===== config.mk =====
export PLATFORM = sky130hd
export DESIGN_NAME = fft8_pipe
export DESIGN_NICKNAME = d
export VERILOG_FILES = /design/src/rtl/fft8_pkg.sv /design/src/rtl/fft8_stage_ctl.sv /design/src/rtl/fft8_bfly4_stage.sv /design/src/rtl/fft8_twiddle_stage.sv /design/src/rtl/fft8_bfly2_stage.sv /design/src/rtl/fft8_pipe.sv
export SDC_FILE = /design/constraint.sdc
export NUM_CORES = 2
export LEC_CHECK = 0
export ABC_AREA = 1
export BUFFER_PORTS_ARGS = -buffer_cell sky130_fd_sc_hd__buf_2
export CAP_MARGIN = 20
export CORE_MARGIN = 4
export CORE_UTILIZATION = 30
export CTS_BUF_LIST = sky130_fd_sc_hd__clkbuf_16
export CTS_CLUSTER_SIZE = 20
export DETAILED_ROUTE_END_ITERATION = 8
export HOLD_SLACK_MARGIN = 0.1
export PLACE_DENSITY = 0.53
export SLEW_MARGIN = 40
export SYNTH_ARGS = -nofsm -noshare
export SYNTH_HDL_FRONTEND = slang
export SYNTH_SLANG_ARGS = --single-unit

===== constraint.sdc =====
create_clock -name clk -period 10.3 [get_ports clk]
set_input_delay 2.06 -clock clk [delete_from_list [all_inputs] [get_ports clk]]
set_output_delay 2.06 -clock clk [all_outputs]
set_load 0.01 [all_outputs]

===== src/rtl/fft8_pkg.sv =====
package fft8_pkg;

    localparam int PART_W = 18;
    localparam int WORD_W = 2 * PART_W;
    localparam int NPTS   = 8;
    localparam int HALF   = NPTS / 2;
    localparam int FRAC_W = PART_W - 1;

    typedef struct packed {
        logic signed [PART_W-1:0] re;
        logic signed [PART_W-1:0] im;
    } cplx_t;

    typedef cplx_t [NPTS-1:0] row_t;
    typedef cplx_t [HALF-1:0] half_t;

    typedef enum logic [1:0] {
        ST_LOAD   = 2'b00,
        ST_PROC   = 2'b01,
        ST_UNLOAD = 2'b10,
        ST_HALT   = 2'b11
    } stage_st_t;

    function automatic cplx_t c_add(input cplx_t a, input cplx_t b);
        cplx_t r;
        r.re = a.re + b.re;
        r.im = a.im + b.im;
        return r;
    endfunction

    function automatic cplx_t c_sub(input cplx_t a, input cplx_t b);
        cplx_t r;
        r.re = a.re - b.re;
        r.im = a.im - b.im;
        return r;
    endfunction

    // forward: multiply by -j ; inverse: multiply by +j
    function automatic cplx_t c_rotj(input cplx_t a, input logic inv);
        cplx_t r;
        if (inv) begin
            r.re = -a.im;
            r.im = a.re;
        end else begin
            r.re = a.im;
            r.im = -a.re;
        end
        return r;
    endfunction

endpackage


===== src/rtl/fft8_stage_ctl.sv =====
module fft8_stage_ctl
    import fft8_pkg::*;
(
    input  logic      clk,
    input  logic      rst_n,
    input  logic      arrive,
    output stage_st_t state,
    output logic      take,
    output logic      held
);

    always_ff @(posedge clk or negedge rst_n) begin
        if (!rst_n) begin
            state <= ST_HALT;
        end else begin
            unique case (state)
                ST_HALT:   state <= ST_LOAD;
                ST_LOAD:   state <= arrive ? ST_PROC : ST_LOAD;
                ST_PROC:   state <= arrive ? ST_PROC : ST_UNLOAD;
                ST_UNLOAD: state <= arrive ? ST_PROC : ST_LOAD;
            endcase
        end
    end

    always_comb begin
        take = arrive && (state != ST_HALT);
        held = (state == ST_PROC);
    end

    AST_HALT_EXIT: assert property (@(posedge clk) disable iff (!rst_n)
        (state == ST_HALT) |=> (state == ST_LOAD));
    AST_ARRIVE_PROC: assert property (@(posedge clk) disable iff (!rst_n)
        (arrive && state != ST_HALT) |=> (state == ST_PROC));
    AST_DRAIN_UNLOAD: assert property (@(posedge clk) disable iff (!rst_n)
        (state == ST_PROC && !arrive) |=> (state == ST_UNLOAD));
    AST_UNLOAD_IDLE: assert property (@(posedge clk) disable iff (!rst_n)
        (state == ST_UNLOAD && !arrive) |=> (state == ST_LOAD));

endmodule


===== src/rtl/fft8_bfly4_stage.sv =====
module fft8_bfly4_stage
    import fft8_pkg::*;
(
    input  logic      clk,
    input  logic      rst_n,
    input  logic      in_valid,
    input  logic      in_inv,
    input  row_t      in_row,
    output stage_st_t state,
    output logic      out_valid,
    output logic      out_inv,
    output row_t      out_row
);

    logic take;
    row_t calc;

    fft8_stage_ctl u_ctl (
        .clk    (clk),
        .rst_n  (rst_n),
        .arrive (in_valid),
        .state  (state),
        .take   (take),
        .held   (out_valid)
    );

    // g = 0: even samples 0,2,4,6 -> lanes 0..3 ; g = 1: odd samples -> lanes 4..7
    for (genvar g = 0; g < 2; g++) begin : g_grp
        cplx_t s0, d0, s1, d1, rot;
        half_t grp;
        always_comb begin
            s0  = c_add(in_row[g],     in_row[g + 4]);
            d0  = c_sub(in_row[g],     in_row[g + 4]);
            s1  = c_add(in_row[g + 2], in_row[g + 6]);
            d1  = c_sub(in_row[g + 2], in_row[g + 6]);
            rot = c_rotj(d1, in_inv);
            grp[0] = c_add(s0, s1);
            grp[1] = c_add(d0, rot);
            grp[2] = c_sub(s0, s1);
            grp[3] = c_sub(d0, rot);
        end
        assign calc[HALF*g +: HALF] = grp;
    end

    always_ff @(posedge clk or negedge rst_n) begin
        if (!rst_n) begin
            out_row <= '0;
            out_inv <= 1'b0;
        end else if (take) begin
            out_row <= calc;
            out_inv <= in_inv;
        end
    end

    AST_S1_EVEN_SUM: assert property (@(posedge clk) disable iff (!rst_n)
        out_valid |-> (PART_W'(out_row[0].re + out_row[2].re) ==
                       $past(PART_W'(in_row[0].re + in_row[4].re + in_row[0].re + in_row[4].re))));

endmodule


===== src/rtl/fft8_twiddle_stage.sv =====
module fft8_twiddle_stage
    import fft8_pkg::*;
#(
    parameter logic signed [PART_W-1:0] COS_Q = 18'sd92682
) (
    input  logic      clk,
    input  logic      rst_n,
    input  logic      in_valid,
    input  logic      in_inv,
    input  row_t      in_row,
    output stage_st_t state,
    output logic      out_valid,
    output row_t      out_row
);

    localparam int OPW = PART_W + 2;

    logic take;
    row_t calc;
    cplx_t [1:0] tw;

    fft8_stage_ctl u_ctl (
        .clk    (clk),
        .rst_n  (rst_n),
        .arrive (in_valid),
        .state  (state),
        .take   (take),
        .held   (out_valid)
    );

    function automatic logic signed [PART_W-1:0] scale(input logic signed [OPW-1:0] op);
        logic signed [OPW+PART_W-1:0] p;
        p = op * COS_Q;
        return p[FRAC_W +: PART_W];
    endfunction

    // g = 0 rotates odd bin 1, g = 1 rotates odd bin 3
    for (genvar g = 0; g < 2; g++) begin : g_mul
        localparam bit IS3 = (g == 1);
        logic signed [OPW-1:0] a, b, op_re, op_im;
        cplx_t res;
        always_comb begin
            a = in_row[HALF + 2*g + 1].re;
            b = in_row[HALF + 2*g + 1].im;
            unique case ({IS3, in_inv})
                2'b00: begin op_re = a + b;  op_im = b - a;  end
                2'b01: begin op_re = a - b;  op_im = a + b;  end
                2'b10: begin op_re = b - a;  op_im = -a - b; end
                2'b11: begin op_re = -a - b; op_im = a - b;  end
            endcase
            res.re = scale(op_re);
            res.im = scale(op_im);
        end
        assign tw[g] = res;
    end

    always_comb begin
        calc[HALF-1:0] = in_row[HALF-1:0];
        calc[HALF]     = in_row[HALF];
        calc[HALF+1]   = tw[0];
        calc[HALF+2]   = c_rotj(in_row[HALF+2], in_inv);
        calc[HALF+3]   = tw[1];
    end

    always_ff @(posedge clk or negedge rst_n) begin
        if (!rst_n) begin
            out_row <= '0;
        end else if (take) begin
            out_row <= calc;
        end
    end

    AST_W0_PASS: assert property (@(posedge clk) disable iff (!rst_n)
        out_valid |-> (out_row[HALF] == $past(in_row[HALF])));
    AST_W2_SWAP: assert property (@(posedge clk) disable iff (!rst_n)
        out_valid |-> (out_row[HALF+2].re ==
                       ($past(in_inv) ? PART_W'(-$past(in_row[HALF+2].im)) : $past(in_row[HALF+2].im))));

endmodule


===== src/rtl/fft8_bfly2_stage.sv =====
module fft8_bfly2_stage
    import fft8_pkg::*;
(
    input  logic      clk,
    input  logic      rst_n,
    input  logic      in_valid,
    input  row_t      in_row,
    output stage_st_t state,
    output logic      out_valid,
    output row_t      out_row
);

    logic take;
    row_t calc;

    fft8_stage_ctl u_ctl (
        .clk    (clk),
        .rst_n  (rst_n),
        .arrive (in_valid),
        .state  (state),
        .take   (take),
        .held   (out_valid)
    );

    for (genvar k = 0; k < HALF; k++) begin : g_bf
        assign calc[k]        = c_add(in_row[k], in_row[k + HALF]);
        assign calc[k + HALF] = c_sub(in_row[k], in_row[k + HALF]);
    end

    always_ff @(posedge clk or negedge rst_n) begin
        if (!rst_n) begin
            out_row <= '0;
        end else if (take) begin
            out_row <= calc;
        end
    end

    AST_BFLY_SUM: assert property (@(posedge clk) disable iff (!rst_n)
        out_valid |-> (PART_W'(out_row[0].re + out_row[HALF].re) ==
                       $past(PART_W'(in_row[0].re + in_row[0].re))));

endmodule


===== src/rtl/fft8_pipe.sv =====
module fft8_pipe
    import fft8_pkg::*;
(
    input  logic                     clk,
    input  logic                     rst_n,
    input  logic                     in_valid,
    input  logic                     in_inverse,
    input  logic [NPTS*WORD_W-1:0]   in_data,
    output logic                     out_valid,
    output logic [NPTS*WORD_W-1:0]   out_data,
    output logic [1:0]               s1_state,
    output logic [1:0]               s2_state,
    output logic [1:0]               s3_state
);

    row_t      in_row, r1, r2, r3;
    stage_st_t st1, st2, st3;
    logic      v1, v2, inv1;

    assign in_row = row_t'(in_data);

    fft8_bfly4_stage u_s1 (
        .clk       (clk),
        .rst_n     (rst_n),
        .in_valid  (in_valid),
        .in_inv    (in_inverse),
        .in_row    (in_row),
        .state     (st1),
        .out_valid (v1),
        .out_inv   (inv1),
        .out_row   (r1)
    );

    fft8_twiddle_stage u_s2 (
        .clk       (clk),
        .rst_n     (rst_n),
        .in_valid  (v1),
        .in_inv    (inv1),
        .in_row    (r1),
        .state     (st2),
        .out_valid (v2),
        .out_row   (r2)
    );

    fft8_bfly2_stage u_s3 (
        .clk       (clk),
        .rst_n     (rst_n),
        .in_valid  (v2),
        .in_row    (r2),
        .state     (st3),
        .out_valid (out_valid),
        .out_row   (r3)
    );

    assign out_data = r3;
    assign s1_state = st1;
    assign s2_state = st2;
    assign s3_state = st3;

    AST_S2_FOLLOWS_S1: assert property (@(posedge clk) disable iff (!rst_n)
        (st2 == ST_PROC) |-> ($past(st1) == ST_PROC));
    AST_S3_FOLLOWS_S2: assert property (@(posedge clk) disable iff (!rst_n)
        (st3 == ST_PROC) |-> ($past(st2) == ST_PROC));

endmodule


# Word-level counts from Yosys, hierarchy flattened
# Index checks and enable logic that the tools add are counted.
# W data, S select, Z words.
# word_totals
word_cells	155
romBits	0
ff_bits	871
memories	0
ramBits	0
latchBits	0
# op_classes
n_eq_ne	12
order_cmp	0
div_mod_pow	0
muxes	16
n_shift	0
bitwise_logic	1
multipliers	4
n_addsub	61
reduce_logical	9
# op_table
cell	count
$add A18 B18 Y18	24
$sub A18 B18 Y18	24
$pmux W20 S2	4
$mul A20 B17 Y34 const B	4
$mux W36	3
$neg A18 Y18	6
$sub A18 B18 Y19	4
$neg A18 Y20	1
$sub A20 B18 Y20	1
$add A18 B18 Y19	1
$pmux W2 S3	3
$eq A2 B2 Y1 const B	6
$eq A2 B1 Y1 const B	3
$logic_not A2 Y1	3
$mux W2	3
$ne A2 B2 Y1 const B	3
$reduce_or A2 Y1	3
$logic_and A1 B1 Y1	3
$mux W1	3
$not A1 Y1	1

# Logic depth before layout (Yosys ltp)
# logic_depth
ltp_word	4
mapped_depth	41
ltp_nobuf	41

# By module
# From an unflattened synthesis, not the netlist that was laid out.
# hier_totals
cells_unflattened	14934
area_unflattened_um2	104880.6
# by_module_without_submodules
mod	n_inst	area_each_um2	cells_each
fft8_twiddle_stage	1	39524.2	5024
fft8_bfly4_stage	1	39171.3	5911
fft8_bfly2_stage	1	25941.1	3972
fft8_stage_ctl	3	81.3	9

# Worst setup path before layout
# Ideal clock, no wire load.
# synth_timing
path_type	flip-flop to flip-flop
startpoint	register u_s1.out_row[253] (netlist name)
endpoint	register u_s2.out_row[287] (netlist name)
arrival_time_ps	7958
setup_time_ps	118
path_stages_with_launch	30
path_slack_ps	2224
required_time_ps	10182
path_buffers	0
cell_sequence	dfrtp_1 -> inv_1 -> ha_1 -> ha_1 -> inv_1 -> fa_1 -> inv_1 -> nand4_1 -> nand3_1 -> xor2_1 -> a21boi_0 -> ha_1 -> inv_1 -> fa_1 -> inv_1 -> fa_1 -> fa_1 -> fa_1 -> inv_1 -> fa_1 -> inv_1 -> ha_1 -> a21oi_1 -> o21ai_0 -> nand2_1 -> o311ai_0 -> a211oi_1 -> nand3_1 -> nand3_1 -> nand2_1
# synth_via
elab_chain_cells	3
elab_cells_between_ends	4
classes_between	2 x add/sub; 1 x mul; 1 x mux
# synth_lines
element	line	source
start: declaration	fft8_bfly4_stage.sv:12	output row_t out_row
start signal: assignment	fft8_bfly4_stage.sv:50	out_row <= calc;
$sub A20 B18 Y20 or $sub A18 B18 Y19 (tied branches)	-	
$pmux W20 S2 *	fft8_twiddle_stage.sv:45	unique case ({IS3, in_inv})
$mul A20 B17 Y34 *	fft8_twiddle_stage.sv:33	p = op * COS_Q;
end signal: assignment	fft8_twiddle_stage.sv:69	out_row <= calc;
end: declaration	fft8_twiddle_stage.sv:13	output row_t out_row
# Mark *: on every way between the ends. The rest lies on a longest branch, timed or not.
# A chain may end at the register's enable or synchronous reset.

# Worst setup path in the final report
# layout_timing
startpoint	register u_s1.out_row[270] (netlist name)
endpoint	register u_s2.out_row[268] (netlist name)
# layout_via
elab_chain_cells	4
elab_cells_between_ends	5
classes_between	3 x add/sub; 1 x mul; 1 x mux
# layout_lines
element	line	source
$neg A18 Y20	fft8_twiddle_stage.sv:48	2'b10: begin op_re = b - a; op_im = -a - b; end
$sub A20 B18 Y20	fft8_twiddle_stage.sv:48	
$pmux W20 S2 *	fft8_twiddle_stage.sv:45	
$mul A20 B17 Y34 *	fft8_twiddle_stage.sv:33	
# Marked as above.

==> results.cfg <==
[setup_path]
crit_path_start_kind = flop
cpMostUsedCell = inv_1
critPathSlowestCell = fa_1
critPathKind = flop to flop
critPathMaxFanout = 5
critPathBufInv = 7
critPathMaxStageDelay_ns = 0.55
worstPathArrival_ns = 8.79
crit_required_ns = 10.93
end_kind = flop
cp_top_family = adder cells

[synthesis]
ys_top_cells_by_area = dfrtp_1, ha_1, nand2_1
yosys_warnings = 0
synth_nets = 16047
synth_area_per_cell_um2 = 7.27
ys_types = 76
synth.most_common_cell = nand2_1
ys_async_sr_fraction_pct = 100
synth_cells = 13839
synthFlopType = dfrtp_1
synth-edff-count = 0
ys_seq_area_share_pct = 21.1
post-synth-top-area-cell = dfrtp_1
synthTopCellsByCount = nand2_1, inv_1, ha_1
synth_top_area_share_pct = 21.0
syn_area_um2 = 101000
ys_seq_elements = 849

[clocking]
numCtsBuffers = 101
clk_pin_slew_ns = 0.06
clock_sinks = 849
post-cts-setup-buffers = 0
tritoncts = yes
postCtsResizedCells = 0
root_buffer = clkbuf_16
htree_levels = 3
hold_buffers = 0
clockBufferDepth = 3
clock_latency_ns = 0.77

[routing]
via_per_inst = 4.89
wire_per_inst_um = 21.2
first_iter_violations = 7773
drt-pass1-iter-count = 7
vias = 91284
drtAntennaViolNets = 0
wirelength_mm = 397
drc = 0

[sta]
worst_pin_slew_ns = 0.944
max_slew_margin_pct = 36.9
fin_skew_ns = 0.0809
report.final.hold_viol_count = 0
slew_viol_final = 0
fin_setup_tns_ns = 0
rsz0062_at_grt = no
fin_crit_sh_pct = 79.3
setup_viol = 0
fmax_mhz = 122
min_period_ns = 8.16

[floorplanning]
rows = 212
die_w_um = 587
io-pin-count = 587
dieHeight_um = 587
dieArea_um2 = 345000
start_util_pct = 30.2
core_area_um2 = 334000

[global_routing]
grt_max_degree = 201
grt_usage_pct = 22.2
antenna_found_initial = 80
grt_pass1_wl_mm = 581
grt-ovfl-total = 0
grt_pass1_vias = 86580

[layout]
nets = 16371
design_area_um2 = 112000
num-fill-cells = 36266
area_delta_synth_final_pct = 10.9
drive_gt1_share_pct = 7.08
finalNonFillerCells = 18662

[placement]
place_inst = 18442
dp_hpwl_mm = 340
post_dp_cell_area_um2 = 108000
io_buffers = 586
gp_congestion = 0.953

[job]
cap_viol_max_count = 0

[hold_path]
min_path_type = flop to flop

[outcome]
outcome = complete, no violations
flip-flops by register name, indices dropped and copies added, names as in the netlist:
| register | count |
|---|---|
| u_s2.out_row | 282 |
| u_s1.out_row | 280 |
| u_s3.out_row | 280 |
| u_s1.u_ctl.state | 2 |
| u_s2.u_ctl.state | 2 |
| u_s3.u_ctl.state | 2 |
| u_s1.out_inv | 1 |
final cells by class:
class | instances | area (µm²) | area share (%)
clock inverter | 88 | 747 | 0.669
clock buffer | 102 | 2550 | 2.29
antenna | 25 | 62.6 | 0.0560
tap | 4387 | 5490 | 4.92
multi-input combinational | 9999 | 68200 | 61.1
inverter | 2561 | 9640 | 8.63
timing repair buffer | 651 | 3680 | 3.30
sequential | 849 | 21300 | 19.0
tightest hold or removal path: stages, from the launching register on:
cell	delay, ns
dfrtp_1	0.34
nand2_1	0.05
nand2_1	0.05
cell usage in the layout (no fill, tap or decap), types with 90 or more instances in the layout:
cell,Yosys,final
xnor2_1,92,90
nor2_1,838,837
or2_2,94,94
nand3_1,569,569
ha_1,1486,1486
o31ai_1,114,114
buf_2,54,585
clkbuf_16,0,102
a21oi_1,993,992
inv_1,2541,2556
o21ai_0,1060,1047
fa_1,430,430
a31oi_1,174,174
nand4_1,113,113
xor2_1,603,584
dfrtp_1,843,842
nor3_1,131,131
nand2_1,2701,2698
path summary, 6_finish.rpt:
kind / from / endpoint / slack, ns / depth (start not counted)
min in group asynchronous: rst_n / u_s1.out_row[31] / 1.14 / 1
worst min register to register: u_s1.out_row[22] / u_s2.out_row[22] / 0.47 / 2
worst max-delay path: u_s1.out_row[270] / u_s2.out_row[268] / 2.14 / 30
worst min-delay path: u_s1.out_row[22] / u_s2.out_row[22] / 0.47 / 2
max in group asynchronous: rst_n / u_s3.out_row[50] / 6.75 / 5
worst max register to register: u_s1.out_row[270] / u_s2.out_row[268] / 2.14 / 30
stage by stage:
step                      hold slack, ns  setup WS (ns)  utilization [%]
after global placement             0.453           2.16             32.3
after global routing               0.495           1.46             33.4
final                              0.470           2.14             33.5
after floorplan                    0.442           2.22                -
after CTS                          0.469           2.12             33.4
after detailed placement           0.452           2.09             32.4
metal layers:
metal	track usage [%]	part of all wire [%]
met3	3.33	6.3
met1	33.2	49
met2	34.0	43
met4	3.99	2.0
met5	0	0.073
kinds of logic (layout without fill, tap and decap cells):
kind of cell / Yosys count / count (layout) / share of synthesized area [%]
mux: 1 / 1 / 0.00995
simple gates: 4559 / 4559 / 18.7
compound gates: 2822 / 2822 / 15.7
other cells: 0 / 25 / 0
xor+xnor: 701 / 701 / 6.14
flops: 849 / 849 / 21.1
buf+inv: 2991 / 3402 / 11.3
fa+ha+maj: 1916 / 1916 / 27.0
Power is not shown: default switching activity piles up to over one toggle a cycle in this logic, so the estimate is an artifact.
